File: src/rtl/irq_pick_pkg.sv
package irq_pick_pkg;

  typedef enum logic [1:0] {
    PRIV_U = 2'd0,
    PRIV_S = 2'd1,
    PRIV_M = 2'd3
  } priv_e;

  // A level accepts interrupts when the hart runs below it, or at it with
  // that level's global enable set.
  function automatic logic lvl_open(input logic [1:0] cur,
                                    input logic [1:0] target,
                                    input logic       gie);
    return (cur < target) || ((cur == target) && gie);
  endfunction

endpackage

File: src/rtl/irq_gate.sv
module irq_gate
  import irq_pick_pkg::*;
#(
  parameter int NIRQ = 64
) (
  input  logic [NIRQ-1:0] pend,
  input  logic [NIRQ-1:0] en,
  input  logic [NIRQ-1:0] deleg,
  input  logic [1:0]      priv,
  input  logic            mie,
  input  logic            sie,
  output logic            m_open,
  output logic            s_open,
  output logic [NIRQ-1:0] gated
);

  logic [NIRQ-1:0] cand;

  assign m_open = lvl_open(priv, PRIV_M, mie);
  assign s_open = lvl_open(priv, PRIV_S, sie);
  assign cand   = pend & en;

  for (genvar i = 0; i < NIRQ; i++) begin : g_line
    assign gated[i] = cand[i] & (deleg[i] ? s_open : m_open);
  end

endmodule

File: src/rtl/irq_lsb.sv
module irq_lsb #(
  parameter int NIRQ = 64,
  localparam int IDXW = (NIRQ > 1) ? $clog2(NIRQ) : 1
) (
  input  logic [NIRQ-1:0] vec,
  output logic            hit,
  output logic [IDXW-1:0] idx
);

  // Scan from the top down so the lowest set bit is written last.
  always_comb begin
    idx = '0;
    for (int i = NIRQ - 1; i >= 0; i--) begin
      if (vec[i]) idx = IDXW'(i);
    end
  end

  assign hit = |vec;

endmodule

File: src/rtl/irq_pick.sv
module irq_pick
  import irq_pick_pkg::*;
#(
  parameter int NIRQ = 64,
  parameter int XLEN = 64,
  localparam int IDXW = (NIRQ > 1) ? $clog2(NIRQ) : 1
) (
  input  logic            clk,
  input  logic            rst,
  input  logic [NIRQ-1:0] pend_i,
  input  logic [NIRQ-1:0] en_i,
  input  logic [NIRQ-1:0] deleg_i,
  input  logic [1:0]      priv_i,
  input  logic            mie_i,
  input  logic            sie_i,
  output logic            take_o,
  output logic [IDXW-1:0] idx_o,
  output logic [XLEN-1:0] cause_o
);

  function automatic logic [XLEN-1:0] make_cause(input logic [IDXW-1:0] idx);
    logic [XLEN-1:0] c;
    c = XLEN'(idx);
    c[XLEN-1] = 1'b1;
    return c;
  endfunction

  logic [NIRQ-1:0] gated_w;
  logic            m_open_w;
  logic            s_open_w;
  logic            hit_w;
  logic [IDXW-1:0] idx_w;

  irq_gate #(.NIRQ(NIRQ)) u_gate (
    .pend   (pend_i),
    .en     (en_i),
    .deleg  (deleg_i),
    .priv   (priv_i),
    .mie    (mie_i),
    .sie    (sie_i),
    .m_open (m_open_w),
    .s_open (s_open_w),
    .gated  (gated_w)
  );

  irq_lsb #(.NIRQ(NIRQ)) u_lsb (
    .vec (gated_w),
    .hit (hit_w),
    .idx (idx_w)
  );

  always_ff @(posedge clk) begin
    if (rst) begin
      take_o  <= 1'b0;
      idx_o   <= '0;
      cause_o <= '0;
    end else begin
      take_o  <= hit_w;
      idx_o   <= hit_w ? idx_w : '0;
      cause_o <= hit_w ? make_cause(idx_w) : '0;
    end
  end

endmodule

File: config.mk
export PLATFORM = sky130hd
export DESIGN_NAME = irq_pick
export DESIGN_NICKNAME = d
export VERILOG_FILES = /design/src/rtl/irq_pick_pkg.sv /design/src/rtl/irq_gate.sv /design/src/rtl/irq_lsb.sv /design/src/rtl/irq_pick.sv
export SDC_FILE = /design/constraint.sdc
export NUM_CORES = 1
export LEC_CHECK = 0
export BUFFER_PORTS_ARGS = -buffer_cell sky130_fd_sc_hd__buf_2
export CORE_MARGIN = 8
export CORE_UTILIZATION = 38
export DETAILED_ROUTE_END_ITERATION = 8
export PLACE_DENSITY = 0.83
export SLEW_MARGIN = 20
export SYNTH_ARGS = -nofsm -noshare
export SYNTH_HDL_FRONTEND = slang
export SYNTH_HIERARCHICAL = 1
export SYNTH_SLANG_ARGS = --single-unit
File: constraint.sdc
create_clock -name clk -period 2.1 [get_ports clk]
set_input_delay 0.105 -clock clk [delete_from_list [all_inputs] [get_ports clk]]
set_output_delay 0.105 -clock clk [all_outputs]
set_load 0.01 [all_outputs]
==> results of run 1 <==
-- through the flow --
stage | power (uW) | hold WS (ns) | utilization, % | instances | instance area (um^2)
2_1_floorplan | 820 | 0.177 | - | 495 | 3710
3_3_place_gp | 1200 | 0.348 | 54.4 | 812 | 4930
3_5_place_dp | 1220 | 0.354 | 54.4 | 812 | 4930
4_1_cts | 1430 | 0.121 | 55.8 | 820 | 5060
5_1_grt | 1560 | 0.119 | 56.2 | 821 | 5100
6_report | 1440 | 0.119 | 56.2 | 821 | 5100
-- routing by layer --
layer | GRT usage (%) | part of all wire [%] | vias up
met5 | 0 | 0 | -
met4 | 3.65 | 1.6 | 0
met3 | 6.11 | 8.0 | 18
met2 | 38.2 | 52 | 180
met1 | 20.7 | 39 | 1903
li1 | - | - | 2194
-- placed cells by master, fill, tap and decap left out, types with 6 or more instances in the layout --
cell type                  count
sky130_fd_sc_hd__buf_2       209
sky130_fd_sc_hd__buf_4        75
sky130_fd_sc_hd__nand3_1      70
sky130_fd_sc_hd__nand3b_1     65
sky130_fd_sc_hd__conb_1       57
sky130_fd_sc_hd__o32ai_2      48
sky130_fd_sc_hd__nor2_1       19
sky130_fd_sc_hd__o32ai_1      15
sky130_fd_sc_hd__nor4_1       13
sky130_fd_sc_hd__a21oi_1      10
sky130_fd_sc_hd__nor3_1       10
sky130_fd_sc_hd__inv_1        10
sky130_fd_sc_hd__nand2_1       9
sky130_fd_sc_hd__dfxtp_1       7
sky130_fd_sc_hd__buf_12        7
sky130_fd_sc_hd__and3b_1       6
sky130_fd_sc_hd__o21ai_0       6
-- report_power, final --
| part | internal [uW] | leakage [uW] | switching [uW] | total, uW |
|---|---|---|---|---|
| clock network | 131 | 0.0000228 | 57.1 | 188 |
| registers | 146 | 0.0000577 | 6.42 | 152 |
| logic | 557 | 0.00220 | 543 | 1100 |
-- timing repair --
| action | 4_1_cts | 5_1_grt |
|---|---|---|
| setup endpoints to repair | 7 | 7 |
| setup buffers | 3 | 0 |
| pin swaps | 3 | 2 |
| resized for setup | 6 | 6 |
| gates cloned | 1 | 0 |
| endpoints found under the hold margin | 0 | 0 |
-- layout make-up --
cell class / instances / area (um^2)
fillers: 894 / 3970
multi-input cells: 393 / 2920
repair buffers: 295 / 1810
flip-flops and latches: 7 / 140
well taps: 111 / 139
clock buffers: 4 / 45.0
inverters: 10 / 37.5
diodes: 1 / 2.50
-- worst max path at each step --
| stage | start | end |
|---|---|---|
| after global routing | mie_i | cause_o[4] |
| final | mie_i | cause_o[4] |
| after CTS | mie_i | cause_o[4] |
| after floorplan | mie_i | cause_o[0] |
| after detailed placement | mie_i | cause_o[4] |
| after global placement | mie_i | cause_o[5] |
==> out/qor_table.md, run 1 <==
| Parameter | Value |
|:---|:---|
| Die Footprint | 12,500 um^2 |
| Endpoint required time on the critical path | 2.21 ns |
| Shortest clock period the worst path allows after layout | 2.14 ns |
| Crit-path most repeated cell | sky130_fd_sc_hd__buf_6 |
| Antenna violations before repair | 1 |
| Residual antenna-violating net count after detailed routing | 0 |
| Gr ovfl total | 0 |
| Clock tree from TritonCTS | yes |
| Wire length of the first global-routing pass | 21.1 mm |
| Placement Setup Slack | -0.296 ns |
| Biggest register | cause_o |
| Maximum cell stage delay along the critical path | 0.35 ns |
| Final Worst Setup Slack | -0.0401 ns |
| Final setup TNS | -0.146 ns |
| Worst Max-Slew Pin Slew | 0.703 ns |
| Status | finished with violations |
| Largest register FFs | 7 |
| Worst hold path type | in2reg |
| H-tree lvl count | 1 |
| Number of port buffers | 211 |
| Share of post-route cells with drive strength above 1 | 51.3% |
| Post-synthesis average cell area | 7.96 um^2 |
| Dpl hpwl | 11.7 mm |
| Violated checks | negative setup slack |
| Initial cell density of the core | 38.6% |
| Worst Path Arrival | 2.25 ns |
| WP buf/inv | 4 |
| Fraction of the cycle the final worst path needs | 102% |
| Final #Nets | 908 |
| Startpoint type of the worst setup path | input port |
| Largest registers | cause_o: 7 flops |
| Peak Freq | 0.467 GHz |
| Combined global-route utilization of all metal layers | 19.9% |
| Routability cong. | 0.857 |
| Number of max-slew violations in the final report | 0 |
| HP Start | rst |
| CTS clock-pin slew for the worst setup and hold paths | 0.04 ns |
| # rows | 35 |
| Vias after detailed routing | 4,295 |
| Critical path fanouts, max | 14 |
| Number of hold-repair buffers added at the cts stage | 0 |
| Master of the slowest instance on the critical path | sky130_fd_sc_hd__and3b_4 |
| Critical Path Sink Type | register |
| RSZ-0062 raised after global routing | yes |
| Post-detailed-route wirelength per cell | 16.1 um |
| Number of maximum-capacitance constraint violations | 0 |
| Worst voltage drop across the vdd grid | 0.168 mV |
| Die Span Y | 112 um |
| Hold EP | cause_o[63] |
| Number of buffers created by CTS | 3 |
| Power per cell area | 283 nW/um^2 |
| CP top delay family | simple AND/OR/NAND/NOR gates |
| Area of the placeable core | 9060 um^2 |
| Slew headroom | 53.0% |
| Count of boundary I/O pins | 269 |
| Cell area after synthesis | 3500 um^2 |
| Leakage | 0.00228 uW |
| Width of the die | 112 um |
| Warnings from Yosys | 6 |
| Series of cell instances along the critical path | buf_6 -> and3b_4 -> buf_12 -> buf_6 -> o32ai_2 -> nor4_1 -> buf_4 -> nor2b_2 -> nand3_1 -> nand3b_1 -> and3b_1 |
| Violation count after the first detailed-routing iteration | 230 |
| Cell count after synthesis | 439 |
| WHS Path Cells | 2 |
| Number of optimization iterations in the first detailed-route pass | 4 |
| Total DRC errors in the routed layout | 0 |
| Count of final setup violators | 7 |
| Largest net degree at the start of global routing | 27 |
| Count of cell instances traversed by the critical path | 11 |
| Number of global-route vias before repair | 4,579 |
| Critical Setup Path Class | in2reg |
| CTS root buf | sky130_fd_sc_hd__clkbuf_8 |
| Vias per std cell | 5.23 |
| Area grow syn2layout | 45.8% |
| Hold Violations, Final | 0 |
| Aggregate routed wire length | 13.2 mm |
| Bufs on Longest Clock Path | 2 |
| CTS sink count | 7 |
(Power assumes the default switching activity.)
==> run 2: changes to the inputs <==
- CORE_ASPECT_RATIO: not set -> 1.25
==> run 2 against run 1 <==
Against the previous run:
- the flow still finishes with violations (negative setup slack)
- via count is 2.6% higher
- highest routed layer unchanged
- largest cell class unchanged
- final area increased by 1.6%
- global-route usage fell by 1.2 points
- die area grew 0.15%
- worst hold slack improved by 0.0016 ns
- clock power grew 74%
- sequential share of layout area hardly changed
- combinational power is essentially flat
- largest power group unchanged
==> out/qor_table.md, run 2 (same netlist as run 1, synthesis figures left out) <==
| Parameter | Value | vs previous |
|:---|:---|:---|
| Status | finished with violations |  |
| Violated checks | negative setup slack |  |
| Count of inserted antenna diode cells | 0 | -1 |
| Count of final setup violators | 3 | -4 |
| Vias after detailed routing | 4,405 | +2.6% |
| Gr ovfl total | 0 | unchanged |
| Endpoint required time on the critical path | 2.22 ns | about the same |
| Fillcell total | 861 | -3.7% |
| Most common library cell in the layout ignoring fill and taps | sky130_fd_sc_hd__buf_2 |  |
| HP Start | rst |  |
| Final Worst Setup Slack | -0.0120 ns | +0.0281 ns |
| Bufs on Longest Clock Path | 2 | unchanged |
| Largest register FFs | 7 | unchanged |
| Slew headroom | 58.6% | +5.6 points |
| Placement Setup Slack | -0.311 ns | -0.0156 ns |
| Worst Hold Slack | 0.121 ns | +0.00155 ns |
| CTS sink count | 7 | unchanged |
| Violation count after the first detailed-routing iteration | 104 | -55% |
| Number of buffers created by CTS | 3 | unchanged |
| Final setup TNS | -0.0153 ns | +0.130 ns |
| Number of maximum-capacitance constraint violations | 0 | unchanged |
| Peak Freq | 0.473 GHz | +1.3% |
| Number of optimization iterations in the first detailed-route pass | 7 | +3 |
| CTS root buf | sky130_fd_sc_hd__clkbuf_16 |  |
| Post-detailed-route wirelength per cell | 14.9 um | -7.6% |
| Worst setup path endpoint | cause_o[0] |  |
| Count of buffers added by post-CTS timing repair for setup | 0 | -3 |
| Multi-input gate area | 2920 um^2 | about the same |
| CTS clock-pin slew for the worst setup and hold paths | 0.04 ns | about the same |
| Number of max-slew violations in the final report | 0 | unchanged |
| Overall power after layout | 1570 uW | +9.2% |
| Critical Path Source | mie_i |  |
| Routability cong. | 0.858 | +0.14% |
| Aggregate routed wire length | 12.5 mm | -5.3% |
| Worst Path Arrival | 2.23 ns | -0.02 ns |
| Worst voltage drop across the vdd grid | 0.236 mV | +40% |
| RSZ-0062 raised after global routing | yes |  |
| Final #Nets | 917 | +0.99% |
| Largest net degree at the start of global routing | 24 | -11% |
| Combined global-route utilization of all metal layers | 18.7% | -1.2 points |
| Area of the placeable core | 9030 um^2 | -0.41% |
| Share of post-route cells with drive strength above 1 | 51.8% | +0.47 points |
| Area grow syn2layout | 48.1% |  |
| Cell count after placement | 837 | +3.1% |
| Shortest clock period the worst path allows after layout | 2.11 ns | -0.0281 ns |
| Total DRC errors in the routed layout | 0 | unchanged |
| Antenna violations before repair | 0 | -1 |
| Hold Violations, Final | 0 | unchanged |
| Wire length of the first global-routing pass | 19.7 mm | -6.6% |
| Die Span Y | 123 um | +10% |
| Critical Setup Path Class | in2reg |  |
| Count of boundary I/O pins | 269 | unchanged |
| Critical Path Sink Type | register |  |
| Dpl hpwl | 11.3 mm | -2.9% |
| Leakage | 0.00233 uW | +2.4% |
| Worst hold path type | in2reg |  |
| Vias per std cell | 5.24 | +0.12% |
| Count of non-filler cells in the finished layout | 841 | +2.4% |
| Number of port buffers | 211 | unchanged |
| Die Footprint | 12,500 um^2 | +0.15% |
| Critical path fanouts, max | 23 | +9 |
| Residual antenna-violating net count after detailed routing | 0 | unchanged |
| Worst Max-Slew Pin Slew | 0.619 ns | -0.0835 ns |
| Biggest register | cause_o |  |
| H-tree lvl count | 1 | unchanged |
| Fraction of the cycle the final worst path needs | 101% | -1.3 points |
| Width of the die | 102 um | -9.0% |
| Largest registers | cause_o: 7 flops |  |
| Clock tree from TritonCTS | yes |  |
| # rows | 39 | +11% |
| Area of all sequential standard cells | 140 um^2 | unchanged |
| Number of global-route vias before repair | 4,709 | +2.8% |
| Power per cell area | 304 nW/um^2 | +7.5% |
| Initial cell density of the core | 38.7% | +0.16 points |
| Most used cells in the layout excluding fill and tap cells | sky130_fd_sc_hd__buf_2 (210), sky130_fd_sc_hd__buf_4 (85), sky130_fd_sc_hd__nand3_1 (69), sky130_fd_sc_hd__nand3b_1 (65), sky130_fd_sc_hd__conb_1 (57) |  |
| Startpoint type of the worst setup path | input port |  |
==> run 2: worst min-delay path by stage <==
stage / slack [ns] / cells after the start / to
final: 0.12 / 2 / cause_o[63]
after global routing: 0.15 / 2 / cause_o[63]
after CTS: 0.12 / 2 / cause_o[63]
after detailed placement: 0.36 / 2 / cause_o[63]
after global placement: 0.34 / 2 / cause_o[63]
after floorplan: 0.18 / 1 / cause_o[63]
==> run 2: per-stage QoR <==
step,util (%),area (um^2)
3_5_place_dp,55.8,5040
4_1_cts,57.2,5160
6_report,57.4,5180
3_3_place_gp,55.8,5040
5_1_grt,57.4,5180
2_1_floorplan,-,3710
==> run 2: metal layers <==
layer / share of wire, % / GRT usage [%] / wire [um]
met4: 1.5 / 3.17 / 182
met3: 5.8 / 3.10 / 723
met2: 55 / 37.9 / 6900
met1: 38 / 19.4 / 4710
met5: 0 / 0 / 0
==> run 2: worst max-delay path, cell delays in order <==
cell and delay (ns):
sky130_fd_sc_hd__buf_2 0.09, sky130_fd_sc_hd__and3b_2 0.27, sky130_fd_sc_hd__buf_12 0.17, sky130_fd_sc_hd__o32ai_2 0.09, sky130_fd_sc_hd__or4_4 0.56, sky130_fd_sc_hd__buf_4 0.16
sky130_fd_sc_hd__nor2b_2 0.14, sky130_fd_sc_hd__nand3_2 0.11, sky130_fd_sc_hd__nand3b_1 0.28, sky130_fd_sc_hd__and3b_1 0.24
==> run 2: power by group <==
group | switching (uW) | total (uW) | leakage, uW | internal, uW
Clock | 76.4 | 327 | 0.0000409 | 250
Combinational | 540 | 1090 | 0.00223 | 555
Sequential | 6.18 | 152 | 0.0000577 | 146
==> run 2: what timing repair did <==
action	4_1_cts	5_1_grt
endpoints found under the setup margin	6	7
hold buffers	0	0
resized for setup	7	3
==> run 2: layout make-up <==
cell class              instances  area share (%)
clock inverters                 1          0.0966
well taps                     123            2.97
inverters                      10           0.725
clock buffers                   3            1.45
multi-input cells             393            56.5
flip-flops and latches          7            2.71
repair buffers                304            35.6
